--- src/rtl/rb_pkg.sv ---
package rb_pkg;

  typedef enum logic [1:0] {
    POL_NONE = 2'b00,
    POL_ONCE = 2'b01,
    POL_ANY  = 2'b10,
    POL_RSVD = 2'b11
  } rb_policy_e;

  typedef enum logic [2:0] {
    ST_IDLE,
    ST_WAIT,
    ST_HDR0,
    ST_HDR1,
    ST_DATA
  } rb_state_e;

  // start is permitted by policy given the once-used flag
  function automatic logic policy_allows(input logic [1:0] pol, input logic used);
    return (pol == POL_ANY) || ((pol == POL_ONCE) && !used);
  endfunction

  // saturating count of consecutive high samples of the request pin
  function automatic logic [1:0] high_count_next(input logic [1:0] cnt, input logic pin_high);
    if (!pin_high) return 2'd0;
    return (cnt == 2'd2) ? 2'd2 : cnt + 2'd1;
  endfunction

  function automatic logic frame_in_range(input int idx, input int frames);
    return idx < frames;
  endfunction

endpackage

--- src/rtl/rb_req_detect.sv ---
module rb_req_detect (
  input  logic cfg_clk,
  input  logic rst_n,
  input  logic req_n,
  input  logic host_en,
  output logic pin_start_evt
);
  import rb_pkg::*;

  logic [1:0] hi_cnt;

  always_ff @(posedge cfg_clk) begin
    if (!rst_n) hi_cnt <= 2'd0;
    else        hi_cnt <= high_count_next(hi_cnt, req_n);
  end

  // falling edge after at least two high samples, pin path not overridden
  assign pin_start_evt = !req_n && (hi_cnt == 2'd2) && !host_en;

endmodule

--- src/rtl/rb_policy_gate.sv ---
module rb_policy_gate (
  input  logic       cfg_clk,
  input  logic       rst_n,
  input  logic [1:0] policy,
  input  logic       start_req,
  input  logic       idle,
  output logic       grant,
  output logic       once_used
);
  import rb_pkg::*;

  assign grant = start_req && idle && policy_allows(policy, once_used);

  always_ff @(posedge cfg_clk) begin
    if (!rst_n)                          once_used <= 1'b0;
    else if (grant && policy == POL_ONCE) once_used <= 1'b1;
  end

endmodule

--- src/rtl/rb_serializer.sv ---
module rb_serializer #(
  parameter int FRAMES = 4,
  parameter int FBITS  = 8,
  parameter int LAT    = 2,
  parameter int FA     = 2
) (
  input  logic             cfg_clk,
  input  logic             rst_n,
  input  logic             grant,
  input  logic [FA-1:0]    start_frame,
  input  logic             start_pin,
  input  logic             req_n,
  input  logic             host_en,
  input  logic [FBITS-1:0] mem_rdata,
  output logic             mem_rd_en,
  output logic [FA-1:0]    mem_addr,
  output logic             sdo,
  output logic             done,
  output logic             busy,
  output logic             src_pin,
  output logic             abort_evt,
  output logic             hdr0_phase,
  output logic             hdr1_phase
);
  import rb_pkg::*;

  localparam int BW = $clog2(FBITS);
  localparam int LW = $clog2(LAT + 1);
  localparam logic [FA-1:0] LAST_F = FA'(FRAMES - 1);

  rb_state_e        state;
  logic [FA-1:0]    frame;
  logic [LW-1:0]    wcnt;
  logic [BW-1:0]    bcnt;
  logic [FBITS-1:0] shreg;

  assign busy       = (state != ST_IDLE);
  assign hdr0_phase = (state == ST_HDR0);
  assign hdr1_phase = (state == ST_HDR1);
  assign abort_evt  = busy && src_pin && !host_en && req_n;
  assign mem_rd_en  = hdr0_phase;
  assign mem_addr   = frame;

  always_comb begin
    case (state)
      ST_HDR0: sdo = 1'b0;
      ST_HDR1: sdo = 1'b1;
      ST_DATA: sdo = shreg[FBITS-1];
      default: sdo = 1'b1;
    endcase
  end

  always_ff @(posedge cfg_clk) begin
    if (!rst_n) begin
      state   <= ST_IDLE;
      frame   <= '0;
      wcnt    <= '0;
      bcnt    <= '0;
      shreg   <= '0;
      done    <= 1'b0;
      src_pin <= 1'b0;
    end else begin
      done <= 1'b0;
      if (abort_evt) begin
        state <= ST_IDLE;
      end else begin
        case (state)
          ST_IDLE: if (grant) begin
            state   <= ST_WAIT;
            frame   <= start_frame;
            src_pin <= start_pin;
            wcnt    <= LW'(LAT - 1);
          end
          ST_WAIT: if (wcnt == '0) state <= ST_HDR0;
                   else            wcnt  <= wcnt - 1'b1;
          ST_HDR0: state <= ST_HDR1;
          ST_HDR1: begin
            shreg <= mem_rdata;
            bcnt  <= BW'(FBITS - 1);
            state <= ST_DATA;
          end
          ST_DATA: if (bcnt == '0) begin
            if (frame == LAST_F) begin
              state <= ST_IDLE;
              done  <= 1'b1;
            end else begin
              frame <= frame + 1'b1;
              state <= ST_HDR0;
            end
          end else begin
            bcnt  <= bcnt - 1'b1;
            shreg <= {shreg[FBITS-2:0], 1'b0};
          end
          default: state <= ST_IDLE;
        endcase
      end
    end
  end

endmodule

--- src/rtl/cfg_readback_ctrl.sv ---
module cfg_readback_ctrl #(
  parameter int FRAMES = 4,
  parameter int FBITS  = 8,
  parameter int LAT    = 2,
  parameter int FA     = (FRAMES > 1) ? $clog2(FRAMES) : 1
) (
  input  logic             cfg_clk,
  input  logic             rst_n,
  input  logic             req_n,
  input  logic [1:0]       policy,
  input  logic             host_en,
  input  logic             host_go,
  input  logic [FA-1:0]    host_start,
  output logic             mem_rd_en,
  output logic [FA-1:0]    mem_addr,
  input  logic [FBITS-1:0] mem_rdata,
  output logic             sdo,
  output logic             done,
  output logic             busy
);
  import rb_pkg::*;

  logic          pin_start_evt;
  logic          host_start_evt;
  logic          start_req;
  logic          grant;
  logic          once_used;
  logic          src_pin;
  logic          abort_evt;
  logic          hdr0_phase;
  logic          hdr1_phase;
  logic [FA-1:0] start_frame;

  rb_req_detect u_req (
    .cfg_clk       (cfg_clk),
    .rst_n         (rst_n),
    .req_n         (req_n),
    .host_en       (host_en),
    .pin_start_evt (pin_start_evt)
  );

  assign host_start_evt = host_en && host_go && frame_in_range(int'(host_start), FRAMES);
  assign start_req      = pin_start_evt || host_start_evt;
  assign start_frame    = pin_start_evt ? '0 : host_start;

  rb_policy_gate u_pol (
    .cfg_clk   (cfg_clk),
    .rst_n     (rst_n),
    .policy    (policy),
    .start_req (start_req),
    .idle      (!busy),
    .grant     (grant),
    .once_used (once_used)
  );

  rb_serializer #(
    .FRAMES (FRAMES),
    .FBITS  (FBITS),
    .LAT    (LAT),
    .FA     (FA)
  ) u_ser (
    .cfg_clk     (cfg_clk),
    .rst_n       (rst_n),
    .grant       (grant),
    .start_frame (start_frame),
    .start_pin   (pin_start_evt),
    .req_n       (req_n),
    .host_en     (host_en),
    .mem_rdata   (mem_rdata),
    .mem_rd_en   (mem_rd_en),
    .mem_addr    (mem_addr),
    .sdo         (sdo),
    .done        (done),
    .busy        (busy),
    .src_pin     (src_pin),
    .abort_evt   (abort_evt),
    .hdr0_phase  (hdr0_phase),
    .hdr1_phase  (hdr1_phase)
  );

endmodule

--- config.mk ---
export PLATFORM = sky130hd
export DESIGN_NAME = cfg_readback_ctrl
export DESIGN_NICKNAME = d
export VERILOG_FILES = /design/src/rtl/rb_pkg.sv /design/src/rtl/rb_req_detect.sv /design/src/rtl/rb_policy_gate.sv /design/src/rtl/rb_serializer.sv /design/src/rtl/cfg_readback_ctrl.sv
export SDC_FILE = /design/constraint.sdc
export NUM_CORES = 1
export LEC_CHECK = 0
export BUFFER_PORTS_ARGS = -buffer_cell sky130_fd_sc_hd__buf_2
export CORE_MARGIN = 1
export CORE_UTILIZATION = 30
export CTS_CLUSTER_DIAMETER = 60
export DETAILED_ROUTE_END_ITERATION = 6
export GPL_TIMING_DRIVEN = 0
export HOLD_SLACK_MARGIN = 0.15
export PLACE_DENSITY = 0.52
export SYNTH_ARGS = -nofsm -noshare
export SYNTH_HDL_FRONTEND = slang
export SYNTH_SLANG_ARGS = --single-unit
--- constraint.sdc ---
create_clock -name cfg_clk -period 2.4 [get_ports cfg_clk]
set_input_delay 0.24 -clock cfg_clk [delete_from_list [all_inputs] [get_ports cfg_clk]]
set_output_delay 0.24 -clock cfg_clk [all_outputs]
set_load 0.02 [all_outputs]
Word level (Yosys, flattened, before mapping)
Index checks and enable logic that the tools add are counted.
{ "word_totals": {"reg_bits": 23, "elab_cells": 85, "inputBits": 17} }
{ "classes": {"muxes": 24, "addsub": 4, "n_bitwise": 4, "reduce_logical": 30, "eq_ne": 14} }
{ "ops": {"columns": ["operator", "n"], "rows": [
  ["two-way mux 2 bit", 10],
  ["case mux 8 bit (2 select lines)", 1],
  ["case mux 3 bit (5 select lines)", 1],
  ["two-way mux 3 bit", 4],
  ["logical AND 1 bit", 10],
  ["AND reduction 3 bit", 3],
  ["two-way mux 8 bit", 1],
  ["case mux 2 bit (2 select lines)", 2],
  ["equality test 2 bit (second input constant)", 3],
  ["equality test 3 x 2 -> 1 bit (second input constant)", 2],
  ["logical NOT 3 bit", 2],
  ["inequality test 2 x 1 -> 1 bit (second input constant)", 3],
  ["inequality test 2 bit (second input constant)", 3],
  ["case mux 3 bit (2 select lines)", 1],
  ["nonzero test 2 bit", 3],
  ["AND reduction 5 bit", 1],
  ["adder 2 x 1 -> 2 bit (second input constant)", 2],
  ["logical NOT 1 bit", 4],
  ["inverter 1 bit", 4],
  ["AND reduction 4 bit", 1],
  ["OR reduction 4 bit", 1],
  ["equality test 3 x 1 -> 1 bit (second input constant)", 1],
  ["equality test 3 bit (second input constant)", 1],
  ["two-way mux 1 bit", 3],
  ["other kinds (8)", 9]
]} }

Longest topological paths before layout
Gate-level depths: netlist of run 1.
{ "depth": {"word_depth": 8, "ltp_mapped": 9, "ltp_nobuf": 7} }

Hierarchy
A second synthesis of run 1 with hierarchy kept.
{ "unflattened": {"hier_cells": 143, "hier_area_um2": 1265.0} }
{ "modules_own_cells": {"columns": ["module", "area_per_inst_um2", "instances", "cells_per_inst"], "rows": [
  ["rb_serializer", 1094.8, 1, 125],
  ["rb_req_detect", 85.1, 1, 7],
  ["rb_policy_gate", 61.3, 1, 7],
  ["cfg_readback_ctrl", 23.8, 1, 4]
]} }

Worst setup path before layout of run 1
Ideal clock, no wire load.
{ "synth_path": {"path_type": "reg2reg", "start": "register u_ser.bcnt[0]", "end": "register u_ser.bcnt[0]", "arrival_ps": 1767, "setup_ps": 86, "stages_incl_launch_ff": 10, "setup_slack_ps": 548, "cell_sequence": "dfxtp_1 -> inv_1 -> ha_1 -> ha_1 -> nor4b_1 -> o21a_1 -> buf_4 -> buf_4 -> nor2_1 -> a211oi_1"} }
{ "synth_between": {"elab_chain_len": 3, "word_cells_on_any_way": 6, "cone_classes": "1 x add/sub; 1 x eq/ne; 2 x mux; 2 x reduce/logical"} }
{ "synth_lines": {"columns": ["element", "line", "rtl"], "rows": [
  ["from (decl)", "rb_serializer.sv:34", "logic [BW-1:0] bcnt;"],
  ["from (signal assigned)", "rb_serializer.sv:79", "bcnt <= BW'(FBITS - 1);"],
  ["from (signal assigned)", "rb_serializer.sv:91", "bcnt <= bcnt - 1'b1;"],
  ["subtractor 3 x 1 -> 3 bit or logical NOT 3 bit (tied branches)", "rb_serializer.sv:91, rb_serializer.sv:82", null],
  ["two-way mux 3 bit or inequality test 2 bit (tied branches)", null, null],
  ["case mux 3 bit (2 select lines) or AND reduction 3 bit (tied branches)", null, null]
]} }
Parallel ways exist; a longest one is shown, timed or not. The select of a mux whose other input is x is not followed.
A chain may end at the register's enable or synchronous reset.

Worst setup path in the final report of run 1
{ "layout_path": {"start": "register u_ser.bcnt[0]", "end": "register u_ser.bcnt[1]"} }
Same word-level chain as after synthesis.

==> qor.txt, run 1 <==
post-layout util = 0.3682
postcts setup bufs = 0
TritonCTS clock tree = yes
Initial DRC Count = 20
CP Max Fanout = 10
Post-synth EDFFs = 0
CTS resizes = 0
Fillers = 408
number of synthesized register bits = 23
Critical Path End Type = flop
hold crit path type = primary input to flop
critical path type = flop to flop
leading cell types in the layout, fill and taps excluded = buf_2 (24), dfxtp_1 (23), nor2_1 (20)
die width = 66.68 microns
# setup viols final = 0
hold_buf cts = 0
Initial Util = 0.3137
PortBufs = 22
synthesized area = 1255 sq um
Worst EP required = 2580 ps
nets = 202
Slowest Stage Delay on Critical Path = 440 ps
die area = 4446 sq um
diode count = 0
Pleak = 0.5769 nW
CTS H-tree lvls = 1
Setup crit start kind = flop
Root Buffer = clkbuf_8
WHS = 228.5 ps
buffer levels on the longest clock path = 2
RSZ-0062 raised after global routing = no
share of layout cells above drive strength 1 = 0.1955
Peak Freq = 0.4688 GHz
Async S/R FF share, synth = 0
max-cap viol count = 0
footprint of the multi-input gates = 705.7 sq um
core area = 4000 sq um
initial antenna violation count = 0
DR DRC count = 0
Avg WL per Cell = 12.60 microns
headroom to the max-slew limit = 0.5544
minimum clock period after layout = 2133 ps
Worst Skew = 2.851 ps
die height = 66.68 microns
setup_tns = 0 ps
VDD IR-drop max = 0.0001971 V
Worst-Skew Late Latency = 270 ps
pwr dens = 485.1 nW/um^2
crit-path leading delay family = simple AND/OR/NAND/NOR gates
Synth Instances = 153
Rows = 23
fin crit share = 0.8889
Arrival @ worst endpoint = 2320 ps
I/O pin cnt = 23
vias per cell = 5.131
number of CTS-inserted buffers = 3
global-route wire length before repair = 4.788 mm
GRT Total Usage = 0.1416
prevailing post-synth register cell = dfxtp_1
Syn Nets = 175
cell taking the most area after synthesis = dfxtp_1
Cells after DPL = 225
WP buf/inv = 3
largest cells by area after synthesis = dfxtp_1 (37%), nor2_1 (6.0%), nand2_1 (5.7%)
via count = 1175
routability cong. = 0.8156
Finished Layout Cells = 229
gr ovfl total = 0
worst-path cell chain = inv_1, ha_1, ha_1, nor4b_1, o21a_1, buf_4, buf_4, nor2_1, a211oi_1
Slew @ Worst Pin = 665.5 ps
synthesis-to-finish area growth = 17.35%
register area share after synthesis = 0.3669
DR pass1 iterations = 4
Reg clk slew, reported paths = 80 ps
hpwl dp = 2.200 mm
status = finished, final reports clean
slowest CP cell = nor4b_1
commonest non-fill, non-tap cell in the layout = buf_2
Final Total Pwr = 0.0007144 W
wire length after detailed routing = 2.885 mm
vias in the first global route = 1053
Max Transition Viols Final = 0
number of routed nets with antenna violations = 0
register area = 460.4 sq um
Synth top area share = 0.3669
Ys Warns = 0
synthesized area per cell = 8.202 sq um
CTS sink count = 23
post-synthesis cell type count = 41
Final Hold Vio Count = 0
largest net degree at the start of global routing = 13
==> cell usage after synthesis, drive strengths merged (3+ instances only) <==
cell type  count
a21oi          5
a311oi         7
nor2b          3
nor3           3
inv           15
ha             5
dfxtp         23
nand2         19
nor2          20
nor3b          5
o21ai          3
nand3          4
buf            4
a211oi         6
==> routing by layer <==
layer | global-route usage | vias up | part of all wire | wire, microns
met2 | 0.2361 | 24 | 0.46 | 1339
met4 | 0.05053 | 0 | 0.018 | 53
met1 | 0.1860 | 548 | 0.49 | 1401
met5 | 0 | - | 0 | 0
li1 | - | 597 | - | -
met3 | 0.01541 | 6 | 0.032 | 91
==> kinds of logic after synthesis <==
logic type / after synthesis / share of synthesized area
fa+ha+maj: 5 / 0.04985
simple gates: 66 / 0.2832
flops: 23 / 0.3669
buf+inv: 21 / 0.07078
compound gates: 38 / 0.2293
==> per-stage QoR <==
stage | area [sq um] | setup slack (ps)
after global placement | 1428 | 304.0
after floorplan | 1255 | 547.7
after CTS | 1473 | 274.9
after detailed placement | 1428 | 319.3
after global routing | 1473 | 5.668
final | 1473 | 266.7
==> cell type report <==
class	count	share of cell area
Multi-Input combinational cell	109	0.4792
Timing Repair Buffer	22	0.07477
Sequential cell	23	0.3127
Buffer	6	0.02209
Inverter	15	0.03823
Tap cell	50	0.04248
Clock buffer	4	0.03059
==> state kept, by name (all words and copies together), names as in the netlist <==
name	cells
u_ser.shreg	8
u_ser.bcnt	3
u_ser.state	3
u_req.hi_cnt	2
u_ser.mem_addr	2
u_ser.wcnt	2
u_pol.once_used	1
u_ser.done	1
u_ser.src_pin	1
==> report_power, final <==
| part | switching, W | internal (W) | total [W] |
|---|---|---|---|
| sequential | 0.00000376 | 0.000388 | 0.000392 |
| combinational | 0.0000436 | 0.0000331 | 0.0000766 |
| clock | 0.000127 | 0.000119 | 0.000246 |
| total | 0.000175 | 0.000540 | 0.000714 |
==> worst register-to-register path: cells and delay by family (launching register included) <==
family / cells / cell delay [ps]
AND/OR/NAND/NOR: 2 / 490
adder cells (fa/ha/maj): 2 / 430
buffers and inverters: 3 / 380
AO/OA/AOI/OAI: 2 / 380
flip-flops: 1 / 360
==> final timing paths <==
path,depth (start not counted),to,from,slack [ps]
worst max-delay path,9,u_ser.bcnt[1],u_ser.bcnt[0],270
worst min register to register,1,u_req.hi_cnt[0],u_req.hi_cnt[0],430
worst min-delay path,3,u_ser.shreg[3],mem_rdata[3],230
worst max register to register,9,u_ser.bcnt[1],u_ser.bcnt[0],270
No activity file was read; power rests on OpenSTA's default activity.
==> run 2: changes to the inputs <==
--- a/config.mk
+++ b/config.mk
@@ -7,12 +7,12 @@
 export LEC_CHECK = 0
 export BUFFER_PORTS_ARGS = -buffer_cell sky130_fd_sc_hd__buf_2
 export CORE_MARGIN = 1
-export CORE_UTILIZATION = 30
+export CORE_UTILIZATION = 54
 export CTS_CLUSTER_DIAMETER = 60
 export DETAILED_ROUTE_END_ITERATION = 6
 export GPL_TIMING_DRIVEN = 0
 export HOLD_SLACK_MARGIN = 0.15
-export PLACE_DENSITY = 0.52
+export PLACE_DENSITY = 0.82
 export SYNTH_ARGS = -nofsm -noshare
 export SYNTH_HDL_FRONTEND = slang
 export SYNTH_SLANG_ARGS = --single-unit
==> constraint.sdc (replaced) <==
create_clock -name cfg_clk -period 2.4 [get_ports cfg_clk]
set_input_delay 0.36 -clock cfg_clk [delete_from_list [all_inputs] [get_ports cfg_clk]]
set_output_delay 0.36 -clock cfg_clk [all_outputs]
set_load 0.02 [all_outputs]
==> qor.txt, run 2 (synthesis results as in run 1) <==
largest register by flop count = u_ser.shreg
highest metal used = met4
Pleak = 0.5719 nW
Initial DRC Count = 23
Root Buffer = clkbuf_4
routed metal-1 wire length = 1.247 mm
synthesis-to-finish area growth = 13.76%
max-cap viol count = 0
hold_buf cts = 0
largest net degree at the start of global routing = 14
fin crit share = 0.9150
Setup crit start kind = flop
hpwl dp = 2.165 mm
commonest non-fill, non-tap cell in the layout = buf_2
share of layout cells above drive strength 1 = 0.2011
I/O pin cnt = 23
Rows = 17
buffer levels on the longest clock path = 2
Initial Util = 0.5728
met2 wire length = 1.455 mm
Max Transition Viols Final = 0
Arrival @ worst endpoint = 2430 ps
pwr dens = 454.3 nW/um^2
Final Hold Vio Count = 0
die width = 50.21 microns
Top Registers = u_ser.shreg (8), u_ser.bcnt (3), u_ser.state (3)
PortBufs = 22
wire length after detailed routing = 2.868 mm
die height = 50.21 microns
core area = 2191 sq um
vias per cell = 5.889
max FFs per register = 8
DR pass1 iterations = 4
CTS resizes = 0
# setup viols final = 0
FF-to-FF setup slack = 200 ps
nets = 202
fin area = 1428 sq um
Worst EP required = 2630 ps
CP Max Fanout = 10
DR DRC count = 0
vias in the first global route = 1161
GRT Total Usage = 0.2564
Final Total Pwr = 0.0006486 W
headroom to the max-slew limit = 0.5555
pre-CTS setup slack = 279.1 ps
Final WS setup = 203.9 ps
die area = 2521 sq um
global-route wire length before repair = 4.940 mm
Slew @ Worst Pin = 663.9 ps
TritonCTS clock tree = yes
critical path type = flop to flop
CTS sink count = 23
slowest CP cell = nor4b_1
number of CTS-inserted buffers = 3
Worst Skew = 4.837 ps
Worst-Skew Late Latency = 310 ps
placed instance area = 1400 sq um
worst-path cell chain = inv_1, ha_1, ha_1, nor4b_1, o21a_1, buf_4, buf_4, nor2_1, a211oi_1
CTS H-tree lvls = 1
setup_tns = 0 ps
postcts setup bufs = 0
WP buf/inv = 3
routability cong. = 0.8478
RSZ-0062 raised after global routing = no
Slowest Stage Delay on Critical Path = 460 ps
Avg WL per Cell = 13.86 microns
minimum clock period after layout = 2196 ps
routed wl met3 = 131 microns
Peak Freq = 0.4554 GHz
crit-path leading delay family = simple AND/OR/NAND/NOR gates
hold crit path type = primary input to flop
status = finished, final reports clean
diode count = 0
initial antenna violation count = 0
via count = 1219
Critical Path End Type = flop
Reg clk slew, reported paths = 130 ps
gr ovfl total = 0
leading cell types in the layout, fill and taps excluded = buf_2 (24), dfxtp_1 (23), nor2_1 (20)
number of routed nets with antenna violations = 0
VDD IR-drop max = 0.0003738 V
==> run 2: stage by stage <==
step / cells / hold slack, ps / utilization
2_1_floorplan: 153 / 396.4 / -
3_3_place_gp: 203 / 406.2 / 0.6391
3_5_place_dp: 203 / 431.2 / 0.6391
4_1_cts: 207 / 292.2 / 0.6516
5_1_grt: 207 / 294.7 / 0.6516
6_report: 207 / 296.5 / 0.6516
==> run 2: metal layers <==
metal,vias up,track usage
met4,0,0.1095
met5,-,0
li1,598,-
met2,36,0.4556
met3,6,0.03636
met1,579,0.3026
==> run 2: area by class of cell <==
type / count / area (sq um)
multi-input cells: 109 / 705.7
flip-flops and latches: 23 / 460.4
plain buffers: 6 / 32.53
clock inverters: 1 / 5.005
inverters: 15 / 56.30
clock buffers: 3 / 22.52
well taps: 28 / 35.03
repair buffers: 22 / 110.1
fillers: 202 / 763.2
==> run 2: worst min-delay path, stage by stage <==
cell      delay (ps)
buf_2             90
nand2_1           40
a311oi_1          70
==> run 2: path summary, 6_finish.rpt <==
path,start,end,cells after the start
hold / removal,mem_rdata[3],u_ser.shreg[3],3
setup reg to reg,u_ser.bcnt[0],u_ser.bcnt[1],9
setup / recovery,u_ser.bcnt[0],u_ser.bcnt[1],9
hold reg to reg,u_req.hi_cnt[0],u_req.hi_cnt[0],1
==> run 2: where the power goes <==
group	switching (W)	internal, W
Combinational	0.0000440	0.0000332
Sequential	0.00000378	0.000389
Clock	0.000117	0.0000622
Total	0.000165	0.000484
==> run 3: changes to the inputs <==
--- a/config.mk
+++ b/config.mk
@@ -6,8 +6,10 @@
 export NUM_CORES = 1
 export LEC_CHECK = 0
 export BUFFER_PORTS_ARGS = -buffer_cell sky130_fd_sc_hd__buf_2
+export CELL_PAD_IN_SITES_DETAIL_PLACEMENT = 0
+export CELL_PAD_IN_SITES_GLOBAL_PLACEMENT = 1
 export CORE_MARGIN = 1
-export CORE_UTILIZATION = 54
+export CORE_UTILIZATION = 40
 export CTS_CLUSTER_DIAMETER = 60
 export DETAILED_ROUTE_END_ITERATION = 6
 export GPL_TIMING_DRIVEN = 0
==> qor.txt, run 3 (synthesis results as in run 1) <==
initial antenna violation count = 0
die height = 58.01 microns
largest net degree at the start of global routing = 14
largest register by flop count = u_ser.shreg
highest metal used = met4
number of CTS-inserted buffers = 3
gr ovfl total = 0
max-cap viol count = 0
vias per cell = 5.643
Peak Freq = 0.4719 GHz
minimum clock period after layout = 2119 ps
setup_tns = 0 ps
CTS H-tree lvls = 1
die area = 3365 sq um
Worst-Skew Late Latency = 310 ps
share of layout cells above drive strength 1 = 0.2011
met2 wire length = 1.338 mm
via count = 1185
CTS sink count = 23
wire length after detailed routing = 2.786 mm
Logic pwr share = 0.118
DR pass1 iterations = 6
pwr dens = 453.6 nW/um^2
Max Transition Viols Final = 0
Initial DRC Count = 54
Clk pwr share = 0.278
routability cong. = 0.8478
Final Total Pwr = 0.0006493 W
failing checks = DRC
Sequential Power Share = 0.604
buffer levels on the longest clock path = 2
Avg WL per Cell = 13.27 microns
hpwl dp = 2.163 mm
Slew @ Worst Pin = 707.8 ps
TritonCTS clock tree = yes
RSZ-0062 raised after global routing = no
hold_buf cts = 0
Pleak = 0.5719 nW
vias in the first global route = 1110
postcts setup bufs = 0
Final Hold Vio Count = 0
Reg clk slew, reported paths = 130 ps
CP Max Fanout = 10
nets = 202
Root Buffer = clkbuf_4
PortBufs = 22
Setup crit start kind = flop
CTS resizes = 0
Worst Skew = 6.638 ps
placed instance area = 1404 sq um
number of routed nets with antenna violations = 0
status = complete, but fails checks
# setup viols final = 0
Initial Util = 0.4399
critical path type = flop to flop
Arrival @ worst endpoint = 2350 ps
routed metal-1 wire length = 1.293 mm
synthesis-to-finish area growth = 14.06%
Worst EP required = 2630 ps
fin crit share = 0.8829
I/O pin cnt = 23
leading cell types in the layout, fill and taps excluded = buf_2 (24), dfxtp_1 (23), nor2_1 (20)
die width = 58.01 microns
Critical Path End Type = flop
hold crit path type = primary input to flop
commonest non-fill, non-tap cell in the layout = buf_2
global-route wire length before repair = 4.823 mm
diode count = 0
switch share = 0.2545
GRT Total Usage = 0.1852
headroom to the max-slew limit = 0.5260
P_int = 0.0004841 W
DR DRC count = 2
max FFs per register = 8
Rows = 19
fin area = 1431 sq um
NetSw = 0.0001653 W
routed wl met3 = 138 microns
core area = 2853 sq um
Top Registers = u_ser.shreg (8), u_ser.bcnt (3), u_ser.state (3)
VDD IR-drop max = 0.0003746 V
run 3: cell type report:
class	instances	area [sq um]
fillers	310	1421
multi-input cells	109	705.7
flip-flops and latches	23	460.4
repair buffers	22	110.1
inverters	15	56.30
well taps	31	38.79
plain buffers	6	32.53
clock buffers	3	22.52
clock inverters	1	5.005
run 3: path summary, 6_finish.rpt:
path / startpoint / end / slack, ps / cells after the start
worst max-delay path: u_ser.bcnt[0] / u_ser.bcnt[0] / 280 / 9
worst min-delay path: mem_rdata[3] / u_ser.shreg[3] / 290 / 3
worst max register to register: u_ser.bcnt[0] / u_ser.bcnt[0] / 280 / 9
worst min register to register: u_req.hi_cnt[0] / u_req.hi_cnt[0] / 430 / 1
run 3: power groups by stage:
stage          Clock [W]  Combinational (W)  Sequential, W
2_1_floorplan          0          0.0000434       0.000403
6_report        0.000181          0.0000763       0.000392
5_1_grt         0.000205          0.0000861       0.000394
4_1_cts         0.000190          0.0000770       0.000392
3_5_place_dp           0          0.0000767       0.000401
3_3_place_gp           0          0.0000745       0.000401
run 3: layer usage:
| metal | track usage | vias to the layer above |
|---|---|---|
| li1 | - | 603 |
| met2 | 0.3202 | 31 |
| met4 | 0.03401 | 0 |
| met5 | 0 | - |
| met3 | 0.04241 | 2 |
| met1 | 0.2376 | 549 |
run 3: critical path, stage by stage, from the launching register on:
cell and delay [ps]:
dfxtp_1 370, inv_1 50, ha_1 190, ha_1 250
nor4b_1 410, o21a_1 170, buf_4 150, buf_4 180
nor2_1 50, a211oi_1 210
run 3: metrics by stage:
| step | setup slack [ps] | util | std cells | hold slack (ps) |
|---|---|---|---|---|
| finish | 281.1 | 0.5018 | 210 | 291.8 |
| floorplan | 547.7 | - | 153 | 396.4 |
| CTS | 275.1 | 0.5018 | 210 | 280.9 |
| detailed placement | 316.6 | 0.4921 | 206 | 420.7 |
| global route | 121.8 | 0.5018 | 210 | 298.1 |
| global placement | 333.1 | 0.4921 | 206 | 406.4 |
